File: config.mk
export PLATFORM = sky130hd
export DESIGN_NAME = tslot_classifier
export DESIGN_NICKNAME = d
export VERILOG_FILES = /design/src/rtl/tsc_pkg.sv /design/src/rtl/tsc_bit_counter.sv /design/src/rtl/tsc_slot_table.sv /design/src/rtl/tslot_classifier.sv
export SDC_FILE = /design/constraint.sdc
export NUM_CORES = 2
export LEC_CHECK = 0
export BUFFER_PORTS_ARGS = -buffer_cell sky130_fd_sc_hd__buf_4
export CORE_UTILIZATION = 50
export DETAILED_ROUTE_END_ITERATION = 16
export GPL_TIMING_DRIVEN = 1
export PLACE_DENSITY_LB_ADDON = 0.05
export SLEW_MARGIN = 25
export SYNTH_ARGS = -nofsm -noshare
export SYNTH_HDL_FRONTEND = slang
export SYNTH_HIERARCHICAL = 1
export SYNTH_SLANG_ARGS = --single-unit
File: constraint.sdc
create_clock -name clk -period 3.64 [get_ports clk]
set_clock_uncertainty 0.2 [all_clocks]
set_input_delay 0.182 -clock clk [delete_from_list [all_inputs] [get_ports clk]]
set_output_delay 0.182 -clock clk [all_outputs]
set_load 0.01 [all_outputs]
File: src/rtl/tsc_pkg.sv
package tsc_pkg;

   typedef enum logic [1:0] {
      SLOT_UNUSED = 2'b00,
      SLOT_VOICE  = 2'b01,
      SLOT_HDLC   = 2'b10,
      SLOT_56K    = 2'b11
   } slot_type_e;

   localparam int DIR_TX = 0;
   localparam int DIR_RX = 1;
   localparam int N_DIR  = 2;

endpackage

File: src/rtl/tsc_bit_counter.sv
module tsc_bit_counter #(
   parameter int POS_W     = 10,
   parameter int LEN_W     = 11,
   parameter int SUB_W     = 3
) (
   input  logic             clk,
   input  logic             rst_n,
   input  logic             bit_en,
   input  logic             frame_pulse,
   input  logic [LEN_W-1:0] eff_len,
   input  logic [POS_W-1:0] pulse_ofs,
   output logic [POS_W-1:0] pos,
   output logic             restart,
   output logic             slot_strobe,
   output logic             frame_start
);

   logic [POS_W-1:0] nxt_pos;
   logic             ofs_fits;
   logic             at_end;

   assign ofs_fits = ({1'b0, pulse_ofs} < eff_len);
   assign at_end   = ({1'b0, pos} >= (eff_len - 1'b1));

   always_comb begin
      nxt_pos = pos;
      restart = 1'b0;
      if (bit_en) begin
         if (frame_pulse) begin
            restart = 1'b1;
            nxt_pos = ofs_fits ? pulse_ofs : '0;
         end else if (at_end) begin
            restart = 1'b1;
            nxt_pos = '0;
         end else begin
            nxt_pos = pos + 1'b1;
         end
      end
   end

   always_ff @(posedge clk) begin
      if (!rst_n) begin
         pos         <= '0;
         slot_strobe <= 1'b0;
         frame_start <= 1'b0;
      end else begin
         pos         <= nxt_pos;
         slot_strobe <= bit_en && (nxt_pos[SUB_W-1:0] == '0);
         frame_start <= restart;
      end
   end

endmodule

File: src/rtl/tsc_slot_table.sv
module tsc_slot_table #(
   parameter int NSLOTS    = 128,
   parameter int TYPE_W    = 2,
   parameter int HOST_W    = 32,
   parameter int ADDR_W    = 3,
   parameter int SLOT_W    = 7,
   parameter bit SHADOW_EN = 1'b1
) (
   input  logic              clk,
   input  logic              rst_n,
   input  logic              wr_en,
   input  logic [ADDR_W-1:0] wr_word,
   input  logic [HOST_W-1:0] wr_data,
   input  logic              commit,
   input  logic [SLOT_W-1:0] rd_idx,
   output logic [TYPE_W-1:0] rd_type
);

   localparam int TBL_BITS = NSLOTS * TYPE_W;

   logic [TBL_BITS-1:0] live_q;

   if (SHADOW_EN) begin : g_staged
      logic [TBL_BITS-1:0] stage_q;

      always_ff @(posedge clk) begin
         if (!rst_n) begin
            stage_q <= '0;
            live_q  <= '0;
         end else begin
            if (commit)
               live_q <= stage_q;
            if (wr_en)
               stage_q[wr_word*HOST_W +: HOST_W] <= wr_data;
         end
      end
   end else begin : g_direct
      always_ff @(posedge clk) begin
         if (!rst_n)
            live_q <= '0;
         else if (wr_en)
            live_q[wr_word*HOST_W +: HOST_W] <= wr_data;
      end
   end

   assign rd_type = live_q[rd_idx*TYPE_W +: TYPE_W];

endmodule

File: src/rtl/tslot_classifier.sv
module tslot_classifier
   import tsc_pkg::*;
#(
   parameter int MAX_FRAME_BITS = 1024,
   parameter int SLOT_BITS      = 8,
   parameter int TYPE_W         = 2,
   parameter int HOST_W         = 32,
   parameter bit SHADOW_EN      = 1'b1,
   localparam int POS_W   = $clog2(MAX_FRAME_BITS),
   localparam int LEN_W   = POS_W + 1,
   localparam int SUB_W   = $clog2(SLOT_BITS),
   localparam int NSLOTS  = MAX_FRAME_BITS / SLOT_BITS,
   localparam int SLOT_W  = $clog2(NSLOTS),
   localparam int PER_WRD = HOST_W / TYPE_W,
   localparam int NWORDS  = NSLOTS / PER_WRD,
   localparam int ADDR_W  = (NWORDS > 1) ? $clog2(NWORDS) : 1
) (
   input  logic              clk,
   input  logic              rst_n,
   input  logic              bit_en,
   input  logic              frame_pulse,
   input  logic [LEN_W-1:0]  cfg_frame_len,
   input  logic [POS_W-1:0]  cfg_pulse_ofs,
   input  logic              tbl_wr_en,
   input  logic              tbl_wr_rx,
   input  logic [ADDR_W-1:0] tbl_wr_word,
   input  logic [HOST_W-1:0] tbl_wr_data,
   output logic [POS_W-1:0]  bit_pos,
   output logic [SLOT_W-1:0] slot_idx,
   output logic              slot_strobe,
   output logic              frame_start,
   output logic [TYPE_W-1:0] tx_slot_type,
   output logic [TYPE_W-1:0] rx_slot_type
);

   initial begin
      assert (MAX_FRAME_BITS == (1 << POS_W))
         else $error("MAX_FRAME_BITS must be a power of two");
      assert (SLOT_BITS == (1 << SUB_W))
         else $error("SLOT_BITS must be a power of two");
      assert (HOST_W % TYPE_W == 0)
         else $error("HOST_W must hold a whole number of entries");
      assert (NSLOTS % PER_WRD == 0)
         else $error("table must fill a whole number of host words");
   end

   logic [LEN_W-1:0]  eff_len;
   logic              restart;
   logic [TYPE_W-1:0] dir_type [N_DIR];

   assign eff_len = ((cfg_frame_len == '0) || (cfg_frame_len > LEN_W'(MAX_FRAME_BITS)))
                    ? LEN_W'(MAX_FRAME_BITS) : cfg_frame_len;

   tsc_bit_counter #(
      .POS_W (POS_W),
      .LEN_W (LEN_W),
      .SUB_W (SUB_W)
   ) u_cnt (
      .clk         (clk),
      .rst_n       (rst_n),
      .bit_en      (bit_en),
      .frame_pulse (frame_pulse),
      .eff_len     (eff_len),
      .pulse_ofs   (cfg_pulse_ofs),
      .pos         (bit_pos),
      .restart     (restart),
      .slot_strobe (slot_strobe),
      .frame_start (frame_start)
   );

   assign slot_idx = bit_pos[POS_W-1:SUB_W];

   for (genvar d = 0; d < N_DIR; d++) begin : g_dir
      logic sel;
      assign sel = tbl_wr_en && (tbl_wr_rx == d[0]);

      tsc_slot_table #(
         .NSLOTS    (NSLOTS),
         .TYPE_W    (TYPE_W),
         .HOST_W    (HOST_W),
         .ADDR_W    (ADDR_W),
         .SLOT_W    (SLOT_W),
         .SHADOW_EN (SHADOW_EN)
      ) u_tbl (
         .clk     (clk),
         .rst_n   (rst_n),
         .wr_en   (sel),
         .wr_word (tbl_wr_word),
         .wr_data (tbl_wr_data),
         .commit  (restart),
         .rd_idx  (slot_idx),
         .rd_type (dir_type[d])
      );
   end

   assign tx_slot_type = dir_type[DIR_TX];
   assign rx_slot_type = dir_type[DIR_RX];

endmodule

==> metrics.txt <==
status=finished, violations left; violated checks=setup timing; slowest stage delay, CP=0.56 ns; Num CTS Buffers=111; Synth Area in Adders=0.00835; final worst path period need=3.91 ns; RSZ-0062 raised after global routing=true; complex-gate fraction of the synthesized area=0.101; largest net degree at the start of global routing=186; Yosys top cell area share=0.461; core box area=0.0886 sq mm; Synth cell types=61; initial antenna violation count=3; clock power share=0.457; vias in the first global route=31900; Nets=4670; crit-path most repeated cell=buf_6; antenna-violating nets left=0; Cell Area, Synth=0.0449 sq mm; static leakage=0.0174 uW; CTS H-tree depth=3; sequential fraction of design power=0.436; num rows=109; cell taking the most area after synthesis=dfxtp_1; average routed wire per standard cell=22.3 um; Sw Ratio=0.244; CP cell instances=buf_6 > buf_12 > mux4_2 > mux4_2 > o22ai_2 > buf_6 > nor3_2 > or4_4 > buf_6; GPL Wtd Cong=0.832; Synth area leaders=dfxtp_1, mux2i_1, a21boi_0; Tightest Pin Transition=0.823 ns; clk slew on worst S/H paths=0.06 ns; worst min path class=in -> reg; critical path endpoint category=output port; maxcap violations=0; xor-xnor portion of the synthesized cell area=0.00251; Cell Pwr Density=502 mW/mm^2; setup violators final=4; Slew headroom=0.452; placed insts=5532; fin. max-slew vios=0; Bufs on Longest Clock Path=3; mux cell area share after synthesis=0.190; Sink Count=1036; first-pass GRT wire length=197000 um; hpwl dp=72700 um; initial core utilization=0.507; via/cell ratio=5.62; layout cells sized above 1=0.134; Pre-antenna DRT Iters=12; Commonest cells post-synth=dfxtp_1, nand2_1, mux2i_1, nor2b_1, a21boi_0; placed cell area=0.0469 sq mm; Critical Path Start Type=register; Hold Vio Cnt, Final=0; setup ws final=-0.269 ns; Synth Area in Simple Gates=0.193; Ports=85; Die Width=302 um; Seq/Total Area, Yosys=0.461; Port-buffer cells=84; fmax=0.256 GHz; P_sw=6380 uW; root buf cell=clkbuf_16; syn nets=4680; initial DRC count=2525; Combinational Power Share=0.107; Clk Latency, worst-skew pair=0.68 ns; synthesis-to-finish area growth=15.9%; largest family of logic cells by synthesized area=simple AND/OR/NAND/NOR gates; Seq cells post-synth=1036; crit path max fanout=7; CP max-delay cell=or4_4; Final period util=1.07; Die Y=302 um; Via Count=32800; CTS tree=done; Avg Inst Size Synth=9.80 sq um; Data required, critical path=3.26 ns; final wirelength=130000 um; Ys Warns=6; internal power=19800 uW; EDFF count, synth=0; cell with the most instances after synthesis=dfxtp_1; Hold Slack=0.0271 ns; design area=0.0521 sq mm; Congestion Overflow GR=0; WS Path Type=reg -> out; Post-route DRC=0; maximum vdd drop=406 uV; Synth async-reset ratio=0; fillcell total=7720; Non-Filler Instances=5840; Mapped Cells=4588; die area=0.0911 sq mm; arrival time worst endpoint=3.53 ns; top_reg_cell synth=dfxtp_1; total track usage=0.280; Power, Total=26200 uW
## critical path, delay by kind of cell, from the launching register on
family | cells | cell delay [ns]
AO/OA/AOI/OAI | 1 | 0.20
AND/OR/NAND/NOR | 2 | 0.60
flip-flops | 1 | 0.40
multiplexers | 2 | 1.05
buffers and inverters | 4 | 0.57
## flip-flops by register name, summed over array words and instances, names as in the netlist
signal,cells
u_cnt/pos,10
g_dir.u_tbl/live_q,512
g_dir.u_tbl/g_staged.stage_q,512
u_cnt/frame_start,1
u_cnt/slot_strobe,1
## metal layers
metal / GRT usage / share of wire / wire length [um]
met5: 0 / 0 / 0
met4: 0.0839 / 0.031 / 4060
met1: 0.387 / 0.46 / 60100
met2: 0.461 / 0.46 / 60100
met3: 0.0314 / 0.044 / 5680
## stage by stage
| step | setup TNS (ns) | setup slack, ns | util |
|---|---|---|---|
| 2_1_floorplan | -4.28 | -0.118 | - |
| 3_3_place_gp | 0 | 0.0919 | 0.529 |
| 3_5_place_dp | 0 | 0.0518 | 0.529 |
| 4_1_cts | -1.41 | -0.388 | 0.585 |
| 5_1_grt | -1.30 | -0.337 | 0.588 |
| 6_report | -1.04 | -0.269 | 0.588 |
## cell usage in the layout, fill, tap and decap left out, types with 12 or more instances in the layout
cell type	instances
a21boi_0	488
a21oi_1	41
a22oi_1	35
and2_1	22
buf_12	50
buf_4	196
buf_6	13
bufinv_16	14
clkbuf_1	25
clkbuf_16	118
clkbuf_8	25
clkinv_2	22
dfxtp_1	1031
dlygate4sd3_1	55
ha_1	30
inv_1	24
mux2_2	16
mux2i_1	577
mux4_2	101
nand2_1	614
nand2b_1	12
nand3_1	385
nand4_1	37
nor2b_1	549
nor3_1	30
o21ai_0	19
## cells by family after synthesis
| logic type | after synthesis |
|---|---|
| buffers and inverters | 474 |
| AND/OR/NAND/NOR | 1708 |
| multiplexers | 705 |
| AO/OA/AOI/OAI | 623 |
| XOR/XNOR | 12 |
| flip-flops | 1036 |
| adder cells (fa/ha/maj) | 30 |
## repair_timing
item                                    4_1_cts  5_1_grt
resized for setup                            31       29
hold buffers                                 55        0
endpoints found under the setup margin        4        5
gates cloned                                  5        4
setup buffers                                21       17
endpoints found under the hold margin       537        0
pin swaps                                     6       15
## power groups by stage
stage | logic, uW | registers (uW) | clock network [uW]
finish | 2790 | 11400 | 12000
global route | 2890 | 11400 | 12600
CTS | 2720 | 11400 | 12200
detailed placement | 2520 | 11700 | 0
global placement | 2530 | 11700 | 0
floorplan | 1580 | 11700 | 0
## area by class of cell
| class | count | area [sq um] | share of cell area |
|---|---|---|---|
| Antenna cell | 1 | 2.50 | 0.0000480 |
| Clock buffer | 164 | 3300 | 0.0634 |
| Clock inverter | 45 | 602 | 0.0116 |
| Inverter | 24 | 90.1 | 0.00173 |
| Multi-Input combinational cell | 3078 | 22400 | 0.431 |
| Sequential cell | 1036 | 20800 | 0.398 |
| Tap cell | 1165 | 1460 | 0.0280 |
| Timing Repair Buffer | 327 | 3460 | 0.0664 |
## path summary, 6_finish.rpt
path	from	endpoint	slack (ns)	cells after the start
max	u_cnt/pos[3]	tx_slot_type[1]	-0.27	9
max reg2reg	u_cnt/pos[5]	u_cnt/slot_strobe	0.10	12
min	frame_pulse	u_cnt/pos[1]	0.03	6
min reg2reg	g_dir[1].u_tbl/g_staged.stage_q[203]	g_dir[1].u_tbl/g_staged.stage_q[203]	0.26	2
(Power assumes the default switching activity.)
